File: config.mk
export PLATFORM = sky130hd
export DESIGN_NAME = chg_i2c_regslave
export DESIGN_NICKNAME = d
export VERILOG_FILES = /design/src/rtl/rs_pkg.sv /design/src/rtl/rs_line_sync.sv /design/src/rtl/rs_wdog.sv /design/src/rtl/rs_bus_engine.sv /design/src/rtl/rs_regmap.sv /design/src/rtl/chg_i2c_regslave.sv
export SDC_FILE = /design/constraint.sdc
export NUM_CORES = 1
export LEC_CHECK = 0
export BUFFER_PORTS_ARGS = -buffer_cell sky130_fd_sc_hd__buf_2
export CAP_MARGIN = 20
export CELL_PAD_IN_SITES_DETAIL_PLACEMENT = 2
export CELL_PAD_IN_SITES_GLOBAL_PLACEMENT = 2
export CORE_MARGIN = 2
export CORE_UTILIZATION = 40
export DETAILED_ROUTE_END_ITERATION = 12
export PLACE_DENSITY = 0.92
export SYNTH_ARGS = -nofsm -noshare
export SYNTH_HDL_FRONTEND = slang
export SYNTH_SLANG_ARGS = --single-unit
File: constraint.sdc
create_clock -name clk -period 5.6 [get_ports clk]
set_input_delay 0.56 -clock clk [delete_from_list [all_inputs] [get_ports clk]]
set_output_delay 0.56 -clock clk [all_outputs]
set_load 0.02 [all_outputs]
File: src/rtl/rs_pkg.sv
package rs_pkg;
   typedef enum logic [2:0] {
      ST_IDLE,
      ST_ADDR,
      ST_AACK,
      ST_WR,
      ST_WACK,
      ST_RD,
      ST_RACK
   } bus_st_t;

   localparam int unsigned MAP_AW = 6;

   localparam logic [MAP_AW-1:0] A_ID  = 6'd0;
   localparam logic [MAP_AW-1:0] A_VER = 6'd1;
   localparam logic [MAP_AW-1:0] A_DET = 6'd4;
   localparam logic [MAP_AW-1:0] A_INP = 6'd5;
   localparam logic [MAP_AW-1:0] A_CAL = 6'd12;
   localparam logic [MAP_AW-1:0] A_RST = 6'd13;
endpackage

File: src/rtl/rs_line_sync.sv
module rs_line_sync #(
   parameter int STAGES = 2
) (
   input  logic clk,
   input  logic rst_n,
   input  logic line_in,
   output logic level,
   output logic rise,
   output logic fall
);
   if (STAGES < 2) begin : g_bad_stages
      $error("rs_line_sync: STAGES must be at least 2");
   end

   logic [STAGES-1:0] chain;
   logic              last;

   always_ff @(posedge clk or negedge rst_n) begin
      if (!rst_n) begin
         chain <= '1;
         last  <= 1'b1;
      end else begin
         chain <= {chain[STAGES-2:0], line_in};
         last  <= chain[STAGES-1];
      end
   end

   assign level = chain[STAGES-1];
   assign rise  = level & ~last;
   assign fall  = ~level & last;
endmodule

File: src/rtl/rs_wdog.sv
module rs_wdog #(
   parameter int TIMEOUT = 1750000
) (
   input  logic clk,
   input  logic rst_n,
   input  logic enable,
   input  logic scl,
   input  logic sda,
   input  logic activity,
   output logic bus_clr
);
   if (TIMEOUT < 2) begin : g_bad_timeout
      $error("rs_wdog: TIMEOUT must be at least 2");
   end

   localparam int CW = $clog2(TIMEOUT + 1);

   logic [CW-1:0] cnt;

   always_ff @(posedge clk or negedge rst_n) begin
      if (!rst_n) begin
         cnt     <= '0;
         bus_clr <= 1'b0;
      end else begin
         bus_clr <= 1'b0;
         if (!enable || activity || (scl && sda)) begin
            cnt <= '0;
         end else if (cnt == CW'(TIMEOUT - 1)) begin
            cnt     <= '0;
            bus_clr <= 1'b1;
         end else begin
            cnt <= cnt + 1'b1;
         end
      end
   end

   assert_wdog_off_R9: assert property (@(posedge clk) disable iff (!rst_n)
      !enable |=> !bus_clr);
   assert_wdog_cause_R9: assert property (@(posedge clk) disable iff (!rst_n)
      bus_clr |-> $past(!scl || !sda));
endmodule

File: src/rtl/rs_bus_engine.sv
module rs_bus_engine
   import rs_pkg::*;
#(
   parameter logic [6:0] DEV_ADDR = 7'h12
) (
   input  logic              clk,
   input  logic              rst_n,
   input  logic              scl,
   input  logic              sda,
   input  logic              scl_rise,
   input  logic              scl_fall,
   input  logic              sda_rise,
   input  logic              sda_fall,
   input  logic              bus_clr,
   input  logic [7:0]        rd_byte,
   output logic [MAP_AW-1:0] ptr,
   output logic              wr_stb,
   output logic [MAP_AW-1:0] wr_addr,
   output logic [7:0]        wr_data,
   output logic              rd_stb,
   output logic [MAP_AW-1:0] rd_addr,
   output logic              sda_pd
);
   bus_st_t           state;
   logic [3:0]        cnt;
   logic [7:0]        shreg;
   logic [MAP_AW-1:0] base;
   logic              first;
   logic              rw;
   logic              acked;
   logic              start;
   logic              stop;

   assign start = sda_fall & scl;
   assign stop  = sda_rise & scl;

   always_ff @(posedge clk or negedge rst_n) begin
      if (!rst_n) begin
         state   <= ST_IDLE;
         cnt     <= '0;
         shreg   <= '0;
         ptr     <= '0;
         base    <= '0;
         first   <= 1'b0;
         rw      <= 1'b0;
         acked   <= 1'b0;
         sda_pd  <= 1'b0;
         wr_stb  <= 1'b0;
         wr_addr <= '0;
         wr_data <= '0;
         rd_stb  <= 1'b0;
         rd_addr <= '0;
      end else begin
         wr_stb <= 1'b0;
         rd_stb <= 1'b0;
         if (bus_clr || stop) begin
            state  <= ST_IDLE;
            sda_pd <= 1'b0;
            ptr    <= base;
         end else if (start) begin
            state  <= ST_ADDR;
            cnt    <= '0;
            sda_pd <= 1'b0;
            ptr    <= base;
         end else begin
            unique case (state)
               ST_ADDR: begin
                  if (scl_rise) begin
                     shreg <= {shreg[6:0], sda};
                     cnt   <= cnt + 1'b1;
                  end else if (scl_fall && cnt == 4'd8) begin
                     if (shreg[7:1] == DEV_ADDR) begin
                        sda_pd <= 1'b1;
                        rw     <= shreg[0];
                        state  <= ST_AACK;
                     end else begin
                        state <= ST_IDLE;
                     end
                  end
               end
               ST_AACK: begin
                  if (scl_fall) begin
                     cnt <= '0;
                     if (rw) begin
                        shreg  <= rd_byte;
                        sda_pd <= ~rd_byte[7];
                        state  <= ST_RD;
                     end else begin
                        sda_pd <= 1'b0;
                        first  <= 1'b1;
                        state  <= ST_WR;
                     end
                  end
               end
               ST_WR: begin
                  if (scl_rise) begin
                     shreg <= {shreg[6:0], sda};
                     cnt   <= cnt + 1'b1;
                  end else if (scl_fall && cnt == 4'd8) begin
                     sda_pd <= 1'b1;
                     state  <= ST_WACK;
                     if (first) begin
                        ptr   <= shreg[MAP_AW-1:0];
                        base  <= shreg[MAP_AW-1:0];
                        first <= 1'b0;
                     end else begin
                        wr_stb  <= 1'b1;
                        wr_addr <= ptr;
                        wr_data <= shreg;
                        ptr     <= ptr + 1'b1;
                     end
                  end
               end
               ST_WACK: begin
                  if (scl_fall) begin
                     sda_pd <= 1'b0;
                     cnt    <= '0;
                     state  <= ST_WR;
                  end
               end
               ST_RD: begin
                  if (scl_rise) begin
                     cnt <= cnt + 1'b1;
                  end else if (scl_fall) begin
                     if (cnt == 4'd8) begin
                        sda_pd <= 1'b0;
                        state  <= ST_RACK;
                     end else begin
                        shreg  <= {shreg[6:0], 1'b0};
                        sda_pd <= ~shreg[6];
                     end
                  end
               end
               ST_RACK: begin
                  if (scl_rise) begin
                     acked   <= ~sda;
                     rd_stb  <= 1'b1;
                     rd_addr <= ptr;
                     ptr     <= ptr + 1'b1;
                  end else if (scl_fall) begin
                     if (acked) begin
                        cnt    <= '0;
                        shreg  <= rd_byte;
                        sda_pd <= ~rd_byte[7];
                        state  <= ST_RD;
                     end else begin
                        state <= ST_IDLE;
                     end
                  end
               end
               default: begin
               end
            endcase
         end
      end
   end

   // no drive on the data line while not addressed
   assert_idle_quiet_R1: assert property (@(posedge clk) disable iff (!rst_n)
      (state == ST_IDLE) |-> !sda_pd);
   // the pointer returns to the host-written base at bus framing events
   assert_ptr_rewind_R4: assert property (@(posedge clk) disable iff (!rst_n)
      (stop || bus_clr) |=> (ptr == $past(base)));
   assert_wr_single_R2: assert property (@(posedge clk) disable iff (!rst_n)
      wr_stb |=> !wr_stb);
   assert_rd_in_ack_R3: assert property (@(posedge clk) disable iff (!rst_n)
      rd_stb |-> $past(state) == ST_RACK);
endmodule

File: src/rtl/rs_regmap.sv
module rs_regmap
   import rs_pkg::*;
#(
   parameter int         CFG_BASE      = 14,
   parameter int         CFG_COUNT     = 18,
   parameter int         KEYMASK_ADDR  = 24,
   parameter logic [7:0] KEYMASK_RESET = 8'hBF,
   parameter logic [3:0] MAJOR_ID      = 4'd3,
   parameter logic [3:0] MINOR_ID      = 4'd1,
   parameter logic [7:0] VERSION       = 8'h03
) (
   input  logic                   clk,
   input  logic                   rst_n,
   input  logic [MAP_AW-1:0]      ptr,
   input  logic [7:0]             det_status,
   input  logic [6:0]             in_status,
   input  logic                   wr_stb,
   input  logic [MAP_AW-1:0]      wr_addr,
   input  logic [7:0]             wr_data,
   input  logic                   rd_stb,
   input  logic [MAP_AW-1:0]      rd_addr,
   output logic [7:0]             rd_byte,
   output logic [CFG_COUNT*8-1:0] cfg_flat,
   output logic [7:0]             key_mask,
   output logic                   cal_stb,
   output logic                   rst_stb,
   output logic                   chg_pd
);
   localparam int KM_IDX = KEYMASK_ADDR - CFG_BASE;
   localparam int WW     = 15;
   localparam logic [7:0] ID_BYTE = {MAJOR_ID, MINOR_ID};

   if (CFG_BASE <= int'(A_RST) || CFG_BASE + CFG_COUNT > (1 << MAP_AW)) begin : g_bad_range
      $error("rs_regmap: configuration range overlaps fixed addresses or exceeds the map");
   end
   if (KM_IDX < 0 || KM_IDX >= CFG_COUNT) begin : g_bad_keymask
      $error("rs_regmap: key mask address outside configuration range");
   end

   logic [CFG_COUNT-1:0][7:0] cfg_q;

   function automatic logic [7:0] reset_value(input int idx);
      return (CFG_BASE + idx == KEYMASK_ADDR) ? KEYMASK_RESET : 8'h00;
   endfunction

   always_ff @(posedge clk or negedge rst_n) begin
      if (!rst_n) begin
         for (int i = 0; i < CFG_COUNT; i++) cfg_q[i] <= reset_value(i);
      end else if (wr_stb) begin
         for (int i = 0; i < CFG_COUNT; i++) begin
            if (wr_addr == MAP_AW'(CFG_BASE + i)) cfg_q[i] <= wr_data;
         end
      end
   end

   for (genvar g = 0; g < CFG_COUNT; g++) begin : g_cfg_out
      assign cfg_flat[g*8 +: 8] = cfg_q[g];
   end
   assign key_mask = cfg_q[KM_IDX];

   always_comb begin
      rd_byte = 8'h00;
      if (ptr == A_ID)       rd_byte = ID_BYTE;
      else if (ptr == A_VER) rd_byte = VERSION;
      else if (ptr == A_DET) rd_byte = det_status & 8'hBF;
      else if (ptr == A_INP) rd_byte = {1'b0, in_status};
      for (int i = 0; i < CFG_COUNT; i++) begin
         if (ptr == MAP_AW'(CFG_BASE + i)) rd_byte = cfg_q[i];
      end
   end

   always_ff @(posedge clk or negedge rst_n) begin
      if (!rst_n) begin
         cal_stb <= 1'b0;
         rst_stb <= 1'b0;
      end else begin
         cal_stb <= wr_stb && (wr_addr == A_CAL) && (wr_data != 8'h00);
         rst_stb <= wr_stb && (wr_addr == A_RST) && (wr_data != 8'h00);
      end
   end

   logic [WW-1:0] watched;
   logic [WW-1:0] prev_w;
   logic [WW-1:0] ref_w;
   logic          armed;

   assign watched = {in_status, det_status & key_mask & 8'hBF};

   always_ff @(posedge clk or negedge rst_n) begin
      if (!rst_n) begin
         prev_w <= '0;
         ref_w  <= '0;
         armed  <= 1'b0;
         chg_pd <= 1'b0;
      end else begin
         prev_w <= watched;
         armed  <= 1'b1;
         if (!armed || (rd_stb && rd_addr == A_INP)) ref_w <= watched;
         if (armed && watched != prev_w) begin
            chg_pd <= 1'b1;
         end else if (rd_stb && (rd_addr == A_INP || watched == ref_w)) begin
            chg_pd <= 1'b0;
         end
      end
   end

   assert_cal_pulse_R5: assert property (@(posedge clk) disable iff (!rst_n)
      cal_stb |=> !cal_stb);
   assert_cal_cause_R5: assert property (@(posedge clk) disable iff (!rst_n)
      (cal_stb || rst_stb) |-> ($past(wr_stb) && $past(wr_data) != 8'h00));
   assert_chg_release_R8: assert property (@(posedge clk) disable iff (!rst_n)
      $fell(chg_pd) |-> $past(rd_stb));
   assert_chg_onehot_R5: assert property (@(posedge clk) disable iff (!rst_n)
      $onehot0({cal_stb, rst_stb}));
endmodule

File: src/rtl/chg_i2c_regslave.sv
module chg_i2c_regslave
   import rs_pkg::*;
#(
   parameter logic [6:0] DEV_ADDR      = 7'h12,
   parameter int         SYNC_STAGES   = 2,
   parameter int         WDOG_CYCLES   = 1750000,
   parameter int         CFG_BASE      = 14,
   parameter int         CFG_COUNT     = 18,
   parameter int         KEYMASK_ADDR  = 24,
   parameter logic [7:0] KEYMASK_RESET = 8'hBF,
   parameter logic [7:0] VERSION       = 8'h03
) (
   input  logic                   clk,
   input  logic                   rst_n,
   input  logic                   standalone,
   input  logic                   scl_in,
   input  logic                   sda_in,
   input  logic [7:0]             det_status,
   input  logic [6:0]             in_status,
   output logic                   sda_pd,
   output logic                   chg_pd,
   output logic [CFG_COUNT*8-1:0] cfg_flat,
   output logic [7:0]             key_mask,
   output logic                   cal_stb,
   output logic                   rst_stb
);
   logic              scl, scl_rise, scl_fall;
   logic              sda, sda_rise, sda_fall;
   logic              bus_clr;
   logic [MAP_AW-1:0] ptr, wr_addr, rd_addr;
   logic [7:0]        wr_data, rd_byte;
   logic              wr_stb, rd_stb;

   rs_line_sync #(.STAGES(SYNC_STAGES)) i_scl_sync (
      .clk(clk), .rst_n(rst_n), .line_in(scl_in),
      .level(scl), .rise(scl_rise), .fall(scl_fall));

   rs_line_sync #(.STAGES(SYNC_STAGES)) i_sda_sync (
      .clk(clk), .rst_n(rst_n), .line_in(sda_in),
      .level(sda), .rise(sda_rise), .fall(sda_fall));

   rs_wdog #(.TIMEOUT(WDOG_CYCLES)) i_wdog (
      .clk(clk), .rst_n(rst_n), .enable(!standalone),
      .scl(scl), .sda(sda),
      .activity(scl_rise | scl_fall | sda_rise | sda_fall),
      .bus_clr(bus_clr));

   rs_bus_engine #(.DEV_ADDR(DEV_ADDR)) i_engine (
      .clk(clk), .rst_n(rst_n), .scl(scl), .sda(sda),
      .scl_rise(scl_rise), .scl_fall(scl_fall),
      .sda_rise(sda_rise), .sda_fall(sda_fall),
      .bus_clr(bus_clr), .rd_byte(rd_byte), .ptr(ptr),
      .wr_stb(wr_stb), .wr_addr(wr_addr), .wr_data(wr_data),
      .rd_stb(rd_stb), .rd_addr(rd_addr), .sda_pd(sda_pd));

   rs_regmap #(
      .CFG_BASE(CFG_BASE), .CFG_COUNT(CFG_COUNT),
      .KEYMASK_ADDR(KEYMASK_ADDR), .KEYMASK_RESET(KEYMASK_RESET),
      .VERSION(VERSION)
   ) i_regmap (
      .clk(clk), .rst_n(rst_n), .ptr(ptr),
      .det_status(det_status), .in_status(in_status),
      .wr_stb(wr_stb), .wr_addr(wr_addr), .wr_data(wr_data),
      .rd_stb(rd_stb), .rd_addr(rd_addr), .rd_byte(rd_byte),
      .cfg_flat(cfg_flat), .key_mask(key_mask),
      .cal_stb(cal_stb), .rst_stb(rst_stb), .chg_pd(chg_pd));
endmodule

==> metrics.md, run 1 <==
| Metric | Value |
|---|---|
| Setup Fix Bufs, Post-CTS | `0` |
| Sequential share of the synthesized area | `49.12%` |
| Clock power share | `43.0%` |
| Share of layout cells above drive strength 1 | `33.36%` |
| Async set or reset register ratio after synthesis | `100.0%` |
| First-pass GRT wire length | `79120 um` |
| Power Internal | `3.282 mW` |
| CP Class | `reg -> reg` |
| Vias in the first global route | `12050` |
| Synthesized flop and latch total | `257` |
| CP Capture Type | `register` |
| Critical Path RT | `6.08 ns` |
| CTS buffer count | `30` |
| Routed WL | `52310 um` |
| Post-synthesis cell type count | `91` |
| 1st-iter DRT viols | `864` |
| Largest net degree at the start of global routing | `143` |
| Comb pwr share | `12.2%` |
| DRT antenna net count | `0` |
| Avg WL per Cell | `29.24 um` |
| Number of synthesized flops with an enable pin | `0` |
| Fin crit share | `66.76%` |
| Mapped Area | `0.01313 sq mm` |
| Nets | `1358` |
| Port Buf Inserts | `174` |
| GRT overflow | `0` |
| GR Util met1 | `39.32%` |
| Layout overhead on the synthesized area | `16.13%` |
| RSZ-0062 raised after global routing | `no` |
| Sw frac | `27.70%` |
| Max-slew violation count | `0` |
| Most frequent cells in the layout | `244 x dfrtp_1, 180 x mux2_2, 173 x buf_2` |
| Seq pwr share | `44.9%` |
| Net Sw Power | `1.257 mW` |
| CP Launch Type | `register` |
| DRC | `0` |
| Clock sink total | `257` |
| Max Cap Violations | `0` |
| Commonest non-fill, non-tap cell in the layout | `dfrtp_1` |
| Peak VDD IR | `221.2 uV` |
| Std-Cell Rows | `66` |
| Post-synthesis cell count | `1192` |
| Register area | `0.006447 sq mm` |
| Mapped Avg Cell Area | `11.01 sq um` |
| Critical Path Slowest Stage Cell | `a211oi_1` |
| Area occupied by multi-input gates | `0.006175 sq mm` |
| Leakage | `7.258 nW` |
| Cells after DPL | `1736` |
| Hold WC Path Type | `in -> async` |
| Skew final | `0.02294 ns` |
| Via density | `6.179` |
| Vias | `11050` |
| Pwr/cell area | `297.8 mW/mm^2` |
| Met3 Track Usage GR | `6.036%` |
| Critical Path Max Stage Delay | `0.64 ns` |
| Core area | `0.03245 sq mm` |
| Post-CTS Resized | `0` |
| GRT busiest layer | `met2` |
| Die area | `0.03428 sq mm` |
| Die Wd | `185.2 um` |
| Clock latency on the worst-skew pair | `0.57 ns` |
| Clock tree root driver cell | `clkbuf_16` |
| Hold-fix buffers at CTS | `0` |
| FMAX | `267.5 MHz` |
| Final Wtd Congestion | `0.9489` |
| # fillers | `3320` |
| Clk slew on worst S/H paths | `0.06 ns` |
| Critical Path Fanout Max | `18` |
| Post-Syn Nets | `1221` |
| Period minus WS final | `3.739 ns` |
| Clock Path Buffers | `3` |
| Buffers and inverters on the worst path | `2` |
| GR Util met2 | `52.04%` |
| Final hold viol count | `0` |
| Dpl hpwl | `36180 um` |
| Post-route insts no fill | `1789` |
| Top delay family on crit path | `compound AO/OA/AOI/OAI gates` |
| Htree depth | `1` |
| Slew @ Worst Pin | `1.101 ns` |
| Gr usage total | `30.95%` |
| Relative slew slack | `26.34%` |
| Io pins | `176` |
| Yosys warns | `0` |
| Starting density of the core | `40.45%` |
| Status | `finished clean` |
| Critical Path AT | `4.22 ns` |
| Detailed-router iteration count before antenna repair | `5` |
| Fin Setup TNS | `0 ns` |
| CTS tree | `yes` |
| Most common flop cell mapped by yosys | `dfrtp_1` |
| Die Height | `185.2 um` |
| Count of endpoints failing setup in the final report | `0` |
| CP cell instances | `inv_1 -> ha_1 -> buf_4 -> or3b_1 -> a21boi_1 -> o221ai_1 -> a211oi_1 -> o31ai_1 -> a31oi_1` |
| Initial antenna violation count | `1` |
## power groups by stage
| stage | Sequential [mW] | Clock [mW] | Combinational (mW) |
|---|---|---|---|
| after floorplan | 2.00 | 0 | 0.385 |
| after global placement | 2.06 | 0 | 0.500 |
| after detailed placement | 2.07 | 0 | 0.532 |
| after CTS | 2.04 | 1.98 | 0.548 |
| after global routing | 2.05 | 2.06 | 0.605 |
| final | 2.04 | 1.95 | 0.552 |
## worst paths after layout
check | start | endpoint | slack [ns] | cells past startpoint
max | i_engine.ptr[0]$_DFFE_PN0P_ | i_engine.shreg[5]$_DFFE_PN0P_ | 1.86 | 9
min | rst_n | i_regmap.cfg_flat[41]$_DFFE_PN0P_ | 0.05 | 1
max reg2reg | i_engine.ptr[0]$_DFFE_PN0P_ | i_engine.shreg[5]$_DFFE_PN0P_ | 1.86 | 9
min reg2reg | i_sda_sync.chain[0]$_DFF_PN1_ | i_sda_sync.chain[1]$_DFF_PN1_ | 0.36 | 0
max in group asynchronous | rst_n | i_engine.wr_stb$_DFF_PN0_ | 4.21 | 2
min in group clk | scl_in | i_scl_sync.chain[0]$_DFF_PN1_ | 0.11 | 1
## Yosys cell counts (4+ instances only)
cell / instances / area (sq um)
dfrtp_1: 244 / 6106
mux2_2: 180 / 2027
nor2_1: 85 / 319.1
nand2_1: 79 / 296.5
o21ai_0: 44 / 220.2
clkbuf_1: 43 / 161.4
xnor2_1: 38 / 332.8
nand3_1: 36 / 180.2
inv_1: 27 / 101.4
a21oi_1: 26 / 130.1
nand4_1: 20 / 125.1
and3_1: 19 / 118.9
buf_2: 18 / 90.09
a211oi_1: 15 / 112.6
a31oi_1: 14 / 87.58
nand2b_1: 14 / 87.58
nor3_1: 14 / 70.07
o22ai_1: 14 / 87.58
dfstp_2: 13 / 341.6
buf_4: 12 / 90.09
a221oi_1: 11 / 96.34
nand3b_1: 11 / 82.58
and2_1: 10 / 62.56
ha_1: 9 / 112.6
mux2i_1: 9 / 90.09
nor2b_1: 9 / 56.30
o221ai_1: 9 / 78.83
xor2_1: 9 / 78.83
and3b_1: 8 / 70.07
a22oi_1: 7 / 52.55
o211ai_1: 7 / 52.55
o31ai_1: 7 / 52.55
nor3b_1: 6 / 45.04
a32o_1: 5 / 50.05
nor4_1: 5 / 31.28
o2111ai_1: 5 / 43.79
or3_1: 5 / 31.28
a211o_1: 4 / 35.03
a221o_1: 4 / 40.04
buf_6: 4 / 45.04
o21ai_1: 4 / 20.02
o32ai_1: 4 / 35.03
## area by class of cell
class	instances	share of cell area (%)
clock inverters	8	0.7880
flip-flops and latches	257	42.30
diodes	1	0.01642
well taps	442	3.628
inverters	27	0.6649
multi-input cells	827	40.51
repair buffers	186	6.632
clock buffers	41	5.467
## routing by layer
metal  wire length (um)  share of wire (%)  up-vias
met5                  0                  0        -
met4               2050                3.9        0
met3               4012                7.7      142
met2              25450                 49      523
met1              20800                 40     5772
li1                   -                  -     4617
## state kept, by name, indices dropped and copies added (netlist names), 2 cells and up
| name | count |
|---|---|
| i_sda_sync.chain | 2 |
| i_regmap.prev_w | 14 |
| i_regmap.cfg_flat | 136 |
| i_engine.base | 6 |
| i_regmap.key_mask | 8 |
| i_engine.wr_data | 8 |
| i_scl_sync.chain | 2 |
| i_regmap.ref_w | 14 |
| i_wdog.cnt | 21 |
| i_engine.cnt | 4 |
| i_engine.ptr | 6 |
| i_engine.wr_addr | 6 |
| i_engine.rd_addr | 6 |
| i_engine.shreg | 8 |
| i_engine.state | 3 |
## logic make-up (layout without fill, tap and decap cells)
family | count (synthesis) | after routing | synth area share (%)
AOI/OAI and AO/OA | 219 | 219 | 11.80
buffers and inverters | 108 | 262 | 3.841
DFF | 257 | 257 | 49.12
other | 1 | 2 | 0.02857
xor gates and xnor gates | 47 | 47 | 3.136
adders and majority gates | 9 | 9 | 0.8579
and+or+nand+nor | 362 | 362 | 15.09
muxes | 189 | 189 | 16.13
## metrics by stage
step | hold slack (ns) | setup slack (ns) | instance area [sq um] | power (mW) | utilization [%]
finish | 0.05300 | 1.861 | 15240 | 4.539 | 46.97
global route | 0.08868 | 1.780 | 15240 | 4.710 | 46.96
CTS | 0.08155 | 2.060 | 15190 | 4.565 | 46.81
detailed placement | 0.3485 | 2.106 | 14240 | 2.600 | 43.87
global placement | 0.3460 | 2.272 | 14240 | 2.559 | 43.87
floorplan | 0.2644 | 3.323 | 13130 | 2.385 | -
Power figures use the tool's default switching activity.
==> run 2: changes to the inputs <==
--- a/config.mk
+++ b/config.mk
@@ -5,14 +5,15 @@
 export SDC_FILE = /design/constraint.sdc
 export NUM_CORES = 1
 export LEC_CHECK = 0
+export ABC_AREA = 1
 export BUFFER_PORTS_ARGS = -buffer_cell sky130_fd_sc_hd__buf_2
 export CAP_MARGIN = 20
 export CELL_PAD_IN_SITES_DETAIL_PLACEMENT = 2
 export CELL_PAD_IN_SITES_GLOBAL_PLACEMENT = 2
 export CORE_MARGIN = 2
-export CORE_UTILIZATION = 40
+export CORE_UTILIZATION = 34
 export DETAILED_ROUTE_END_ITERATION = 12
-export PLACE_DENSITY = 0.92
+export PLACE_DENSITY = 0.88
 export SYNTH_ARGS = -nofsm -noshare
 export SYNTH_HDL_FRONTEND = slang
 export SYNTH_SLANG_ARGS = --single-unit
==> constraint.sdc (replaced) <==
create_clock -name clk -period 3.6 [get_ports clk]
set_input_delay 0.36 -clock clk [delete_from_list [all_inputs] [get_ports clk]]
set_output_delay 0.36 -clock clk [all_outputs]
set_load 0.02 [all_outputs]
==> metrics.md, run 2 <==
| Metric | Value |
|---|---|
| DRC | `0` |
| Number of synthesized flops with an enable pin | `0` |
| CP Class | `reg -> reg` |
| Sequential share of the synthesized area | `51.68%` |
| 1st-iter DRT viols | `732` |
| Critical Path Max Stage Delay | `0.44 ns` |
| Share of layout cells above drive strength 1 | `17.89%` |
| Commonest non-fill, non-tap cell in the layout | `nand2_1` |
| Peak VDD IR | `399.5 uV` |
| Sw frac | `35.50%` |
| Net Sw Power | `3.086 mW` |
| FMAX | `292.4 MHz` |
| Mapped Area | `0.01248 sq mm` |
| DRT antenna net count | `0` |
| Most common cell in the netlist | `nand2_1` |
| R2R cell count | `26` |
| Relative slew slack | `32.91%` |
| Htree depth | `1` |
| Avg WL per Cell | `23.40 um` |
| Critical Path Fanout Max | `5` |
| Layout overhead on the synthesized area | `20.24%` |
| CP Capture Type | `register` |
| CP startpoint | `i_engine.ptr[0]$_DFFE_PN0P_` |
| Clock latency on the worst-skew pair | `0.57 ns` |
| Slew @ Worst Pin | `1.005 ns` |
| Buffers and inverters on the worst path | `2` |
| Clock tree root driver cell | `clkbuf_16` |
| Power Internal | `5.606 mW` |
| Area leader, netlist | `dfrtp_1` |
| Max Cap Violations | `0` |
| Count of endpoints failing setup in the final report | `0` |
| Die Height | `195.6 um` |
| Async set or reset register ratio after synthesis | `100.0%` |
| Largest register FFs | `136` |
| Die Wd | `195.6 um` |
| Top delay family on crit path | `simple AND/OR/NAND/NOR gates` |
| Vias | `12230` |
| Pwr/cell area | `579.4 mW/mm^2` |
| R2R Setup Slk | `0.18 ns` |
| CTS buffer count | `30` |
| Cell mode on critical path | `nand2_1` |
| Mapped Avg Cell Area | `7.987 sq um` |
| Final Wtd Congestion | `0.8105` |
| Post-synthesis cell type count | `49` |
| Ant diodes | `0` |
| Fin Hold WS | `0.01816 ns` |
| Final hold viol count | `0` |
| Port Buf Inserts | `174` |
| CP Capture Point | `i_engine.shreg[5]$_DFFE_PN0P_` |
| Status | `finished clean` |
| Register area | `0.006451 sq mm` |
| Gr usage total | `27.35%` |
| Clk slew on worst S/H paths | `0.07 ns` |
| Most common flop cell mapped by yosys | `dfrtp_1` |
| Die area | `0.03824 sq mm` |
| Critical path depth | `26` |
| Period minus WS final | `3.420 ns` |
| Largest net degree at the start of global routing | `80` |
| Setup ws final | `0.1797 ns` |
| Leakage | `7.434 nW` |
| Starting density of the core | `34.32%` |
| Hold Crit Depth | `1` |
| Top cells by count, synth | `448 x nand2_1, 244 x dfrtp_1, 218 x o21ai_0` |
| Vias in the first global route | `13470` |
| Most frequent cells in the layout | `446 x nand2_1, 241 x dfrtp_1, 218 x o21ai_0` |
| Initial antenna violation count | `2` |
| Skew final | `0.01117 ns` |
| Max-slew violation count | `0` |
| Fin crit share | `95.01%` |
| Cells after DPL | `2165` |
| Yosys warns | `0` |
| Critical Path AT | `3.87 ns` |
| Routed WL | `52160 um` |
| Seq pwr share | `37.2%` |
| First-pass GRT wire length | `81500 um` |
| Pre-CTS setup slack | `0.3636 ns` |
| Synthesized flop and latch total | `257` |
| R2r endpoint | `i_engine.shreg[5]$_DFFE_PN0P_` |
| CP Launch Type | `register` |
| Critical Path Slowest Stage Cell | `dfrtp_2` |
| # fillers | `4049` |
| Area occupied by multi-input gates | `0.005194 sq mm` |
| Hold WC Path Type | `in -> reg` |
| Post-synthesis cell count | `1562` |
| Dpl hpwl | `33530 um` |
| CTS tree | `yes` |
| Clock Path Buffers | `3` |
| Post-route insts no fill | `2229` |
| Clock power share | `38.1%` |
| Post-Syn Nets | `1591` |
| Nets | `1767` |
| Io pins | `176` |
| R2R Path Start | `i_engine.ptr[0]$_DFFE_PN0P_` |
| Comb pwr share | `24.7%` |
| Critical Path RT | `4.05 ns` |
| Std-Cell Rows | `70` |
| Area fraction of the dominant cell type after synthesis | `48.94%` |
| Detailed-router iteration count before antenna repair | `5` |
| Core area | `0.03635 sq mm` |
| Via density | `5.487` |
| GRT overflow | `0` |
| Synth top area cells | `dfrtp_1 49%, nand2_1 13%, o21ai_0 8.7%, inv_1 4.5%, nor2_1 3.4%` |
| Clock sink total | `257` |
[run 2: power by group through the flow]
stage	Clock, mW	Sequential (mW)	Combinational (mW)
final	3.31	3.23	2.15
after global routing	3.44	3.25	2.38
after CTS	3.35	3.23	2.10
after detailed placement	0	3.26	1.97
after global placement	0	3.24	1.83
after floorplan	0	3.19	1.32
[run 2: worst min-delay path by stage]
stage / to / startpoint / slack, ns
after detailed placement: i_sda_sync.chain[1]$_DFF_PN1_ / i_sda_sync.chain[0]$_DFF_PN1_ / 0.35
after CTS: i_regmap.prev_w[8]$_DFF_PN0_ / in_status[0] / 0.003
final: i_regmap.prev_w[9]$_DFF_PN0_ / in_status[1] / 0.02
after global placement: i_sda_sync.chain[1]$_DFF_PN1_ / i_sda_sync.chain[0]$_DFF_PN1_ / 0.35
after floorplan: i_engine.acked$_DFFE_PN0P_ / rst_n / 0.06
after global routing: i_regmap.prev_w[8]$_DFF_PN0_ / in_status[0] / 0.01
[run 2: per-stage QoR]
| step | util [%] | instance area (sq um) | TNS [ns] | power [mW] |
|---|---|---|---|---|
| after floorplan | - | 12480 | 0 | 4.503 |
| after global placement | 38.05 | 13830 | 0 | 5.078 |
| after detailed placement | 38.05 | 13830 | 0 | 5.231 |
| after CTS | 41.13 | 14950 | 0 | 8.673 |
| after global routing | 41.27 | 15000 | -0.09524 | 9.067 |
| final | 41.27 | 15000 | 0 | 8.692 |
[run 2: worst reg2reg max path: stages, from the launching register on]
cell,delay (ns)
dfrtp_2,0.44
inv_2,0.11
ha_1,0.24
inv_1,0.12
nor2_2,0.08
nand2_2,0.13
nand2_1,0.16
a21oi_2,0.16
nand2_1,0.07
o211ai_1,0.11
nand3_1,0.13
o21ai_0,0.12
nand2_1,0.11
nand2_1,0.12
nand4_1,0.09
nand2_1,0.13
nand2_1,0.08
nand2_1,0.06
nand3_1,0.09
nand2_1,0.10
nand2_1,0.09
nand2_1,0.09
nand3_1,0.09
nand2_1,0.14
nand2_1,0.08
nand2_1,0.08
a21oi_1,0.06
[run 2: cells by family after synthesis]
family | synth area share (%)
flip-flops | 51.68
buffers and inverters | 6.940
other | 0.03006
XOR/XNOR | 1.474
AO/OA/AOI/OAI | 13.51
AND/OR/NAND/NOR | 25.37
multiplexers | 0.09026
adder cells (fa/ha/maj) | 0.9026
[run 2: what timing repair did]
item                                    4_1_cts  5_1_grt
resized for setup                             1       12
hold buffers                                  7        0
setup buffers                                 0        2
endpoints found under the setup margin        1        6
endpoints found under the hold margin        76        0
[run 2: cell type report]
cell class	count	share of cell area [%]
Multi-Input combinational cell	1089	34.62
Clock buffer	50	6.448
Timing Repair Buffer	199	7.407
Clock inverter	5	0.5255
Tap cell	468	3.904
Inverter	161	4.087
Sequential cell	257	43.01
[run 2: routing by layer]
| layer | global-route usage [%] | wire, um | vias up |
|---|---|---|---|
| met2 | 47.43 | 25860 | 386 |
| met4 | 9.613 | 1821 | 4 |
| met5 | 0 | 27 | - |
| li1 | - | - | 5418 |
| met1 | 34.61 | 21790 | 6298 |
| met3 | 4.387 | 2654 | 124 |
==> run 3: changes to the inputs <==
--- a/config.mk
+++ b/config.mk
@@ -5,15 +5,14 @@
 export SDC_FILE = /design/constraint.sdc
 export NUM_CORES = 1
 export LEC_CHECK = 0
-export ABC_AREA = 1
 export BUFFER_PORTS_ARGS = -buffer_cell sky130_fd_sc_hd__buf_2
 export CAP_MARGIN = 20
 export CELL_PAD_IN_SITES_DETAIL_PLACEMENT = 2
 export CELL_PAD_IN_SITES_GLOBAL_PLACEMENT = 2
 export CORE_MARGIN = 2
-export CORE_UTILIZATION = 34
+export CORE_UTILIZATION = 30
 export DETAILED_ROUTE_END_ITERATION = 12
-export PLACE_DENSITY = 0.88
+export PLACE_DENSITY = 0.74
 export SYNTH_ARGS = -nofsm -noshare
 export SYNTH_HDL_FRONTEND = slang
 export SYNTH_SLANG_ARGS = --single-unit
==> metrics.md, run 3 (synthesized netlist as in run 1, its figures left out) <==
| Metric | Value |
|---|---|
| Status | `finished clean` |
| Slew @ Worst Pin | `1.086 ns` |
| Via density | `5.569` |
| Setup Fix Bufs, Post-CTS | `0` |
| Count of endpoints failing setup in the final report | `0` |
| CP Launch Type | `register` |
| Clk slew on worst S/H paths | `0.06 ns` |
| Fin crit share | `97.69%` |
| Pre-CTS setup slack | `0.3572 ns` |
| CP Capture Type | `register` |
| FMAX | `284.4 MHz` |
| 1st-iter DRT viols | `799` |
| Vias | `11050` |
| Period minus WS final | `3.517 ns` |
| Core area | `0.04317 sq mm` |
| Critical Path RT | `4.08 ns` |
| Die Wd | `213.2 um` |
| CTS buffer count | `30` |
| Max Cap Violations | `0` |
| Avg WL per Cell | `26.59 um` |
| Fin Setup TNS | `0 ns` |
| RSZ-0062 raised after global routing | `no` |
| Detailed-router iteration count before antenna repair | `5` |
| Htree depth | `1` |
| Critical Path AT | `4.00 ns` |
| GRT overflow | `0` |
| DRT antenna net count | `0` |
| First-pass GRT wire length | `79290 um` |
| Final Wtd Congestion | `0.9444` |
| Power Internal | `5.411 mW` |
| Gr usage total | `23.46%` |
| Seq pwr share | `42.4%` |
| CTS tree | `yes` |
| Dpl hpwl | `37910 um` |
| Sw frac | `27.06%` |
| Clock sink total | `257` |
| Routed WL | `52780 um` |
| Critical Path Fanout Max | `18` |
| Clock tree root driver cell | `clkbuf_16` |
| Post-route insts no fill | `1985` |
| Final hold viol count | `0` |
| Peak VDD IR | `371.3 uV` |
| Vias in the first global route | `12070` |
| Initial antenna violation count | `1` |
| Leakage | `7.548 nW` |
| Std-Cell Rows | `76` |
| Comb pwr share | `12.2%` |
| Most frequent cells in the layout | `244 x dfrtp_1, 180 x mux2_2, 173 x buf_2` |
| Clock latency on the worst-skew pair | `0.59 ns` |
| Io pins | `176` |
| Layout overhead on the synthesized area | `21.17%` |
| Share of layout cells above drive strength 1 | `35.12%` |
| Cells after DPL | `1917` |
| Die area | `0.04544 sq mm` |
| CP Class | `reg -> reg` |
| Clock Path Buffers | `3` |
| Setup ws final | `0.08321 ns` |
| Clock power share | `45.4%` |
| Die Height | `213.2 um` |
| Largest net degree at the start of global routing | `114` |
| Hold WC Path Type | `in -> reg` |
| Max-slew violation count | `0` |
| Relative slew slack | `27.32%` |
| Port Buf Inserts | `174` |
| Net Sw Power | `2.007 mW` |
| Pwr/cell area | `466.4 mW/mm^2` |
| Starting density of the core | `30.41%` |
| Nets | `1403` |
| Commonest non-fill, non-tap cell in the layout | `dfrtp_1` |
| Skew final | `0.01718 ns` |
| Largest register FFs | `136` |
| DRC | `0` |
==> run 3: cell type report <==
type	instances	area, sq um
Timing Repair Buffer	231	1359
Tap cell	585	732.0
Inverter	27	101.3
Fill cell	4621	27270
Multi-Input combinational cell	827	6175
Sequential cell	257	6447
Clock inverter	9	170.2
Clock buffer	47	915.9
Antenna cell	2	5.005
==> run 3: critical path: stages (launching register included) <==
cell and delay (ns):
dfrtp_1 0.49, inv_1 0.17, ha_1 0.47, buf_4 0.33, or3b_1 0.39, a21boi_1 0.21, o221ai_1 0.22, a211oi_1 0.64
o31ai_1 0.26, a31oi_1 0.25
==> run 3: through the flow <==
step	cell area [sq um]	utilization, %	power [mW]	hold WS (ns)
4_1_cts	15900	36.83	7.491	0.04399
2_1_floorplan	13130	-	3.710	0.06441
6_report	15910	36.84	7.418	0.06138
3_5_place_dp	14710	34.08	4.085	0.3481
3_3_place_gp	14710	34.08	4.040	0.3460
5_1_grt	15900	36.83	7.704	0.07048
==> run 3: power by group through the flow <==
stage                     Clock [mW]  Combinational, mW  Sequential [mW]
after CTS                       3.44              0.912             3.14
final                           3.37              0.907             3.14
after detailed placement           0              0.890             3.20
after global routing            3.54               1.00             3.16
after global placement             0              0.853             3.19
after floorplan                    0              0.598             3.11
==> run 3: final timing paths <==
check / startpoint / endpoint / slack [ns] / depth (start not counted)
min: standalone / i_wdog.bus_clr$_DFF_PN0_ / 0.06 / 3
min in group asynchronous: rst_n / i_regmap.cfg_flat[33]$_DFFE_PN0P_ / 0.49 / 2
min reg2reg: i_sda_sync.chain[0]$_DFF_PN1_ / i_sda_sync.chain[1]$_DFF_PN1_ / 0.36 / 0
max in group asynchronous: rst_n / i_regmap.cfg_flat[103]$_DFFE_PN0P_ / 2.14 / 3
max: i_engine.ptr[0]$_DFFE_PN0P_ / i_engine.shreg[5]$_DFFE_PN0P_ / 0.08 / 9
max reg2reg: i_engine.ptr[0]$_DFFE_PN0P_ / i_engine.shreg[5]$_DFFE_PN0P_ / 0.08 / 9
==> run 3: repair_timing <==
item / CTS / global route
resized for setup: 0 / 0
hold buffers: 10 / 0
hold endpoints to repair: 117 / 0
==> run 3: per-layer routing <==
metal	global-route usage, %	routed length [um]	vias to the layer above
met4	8.046	1887	0
met2	38.84	24980	408
met1	30.91	22140	5832
met5	0	0	-
met3	4.118	3772	107
li1	-	-	4707
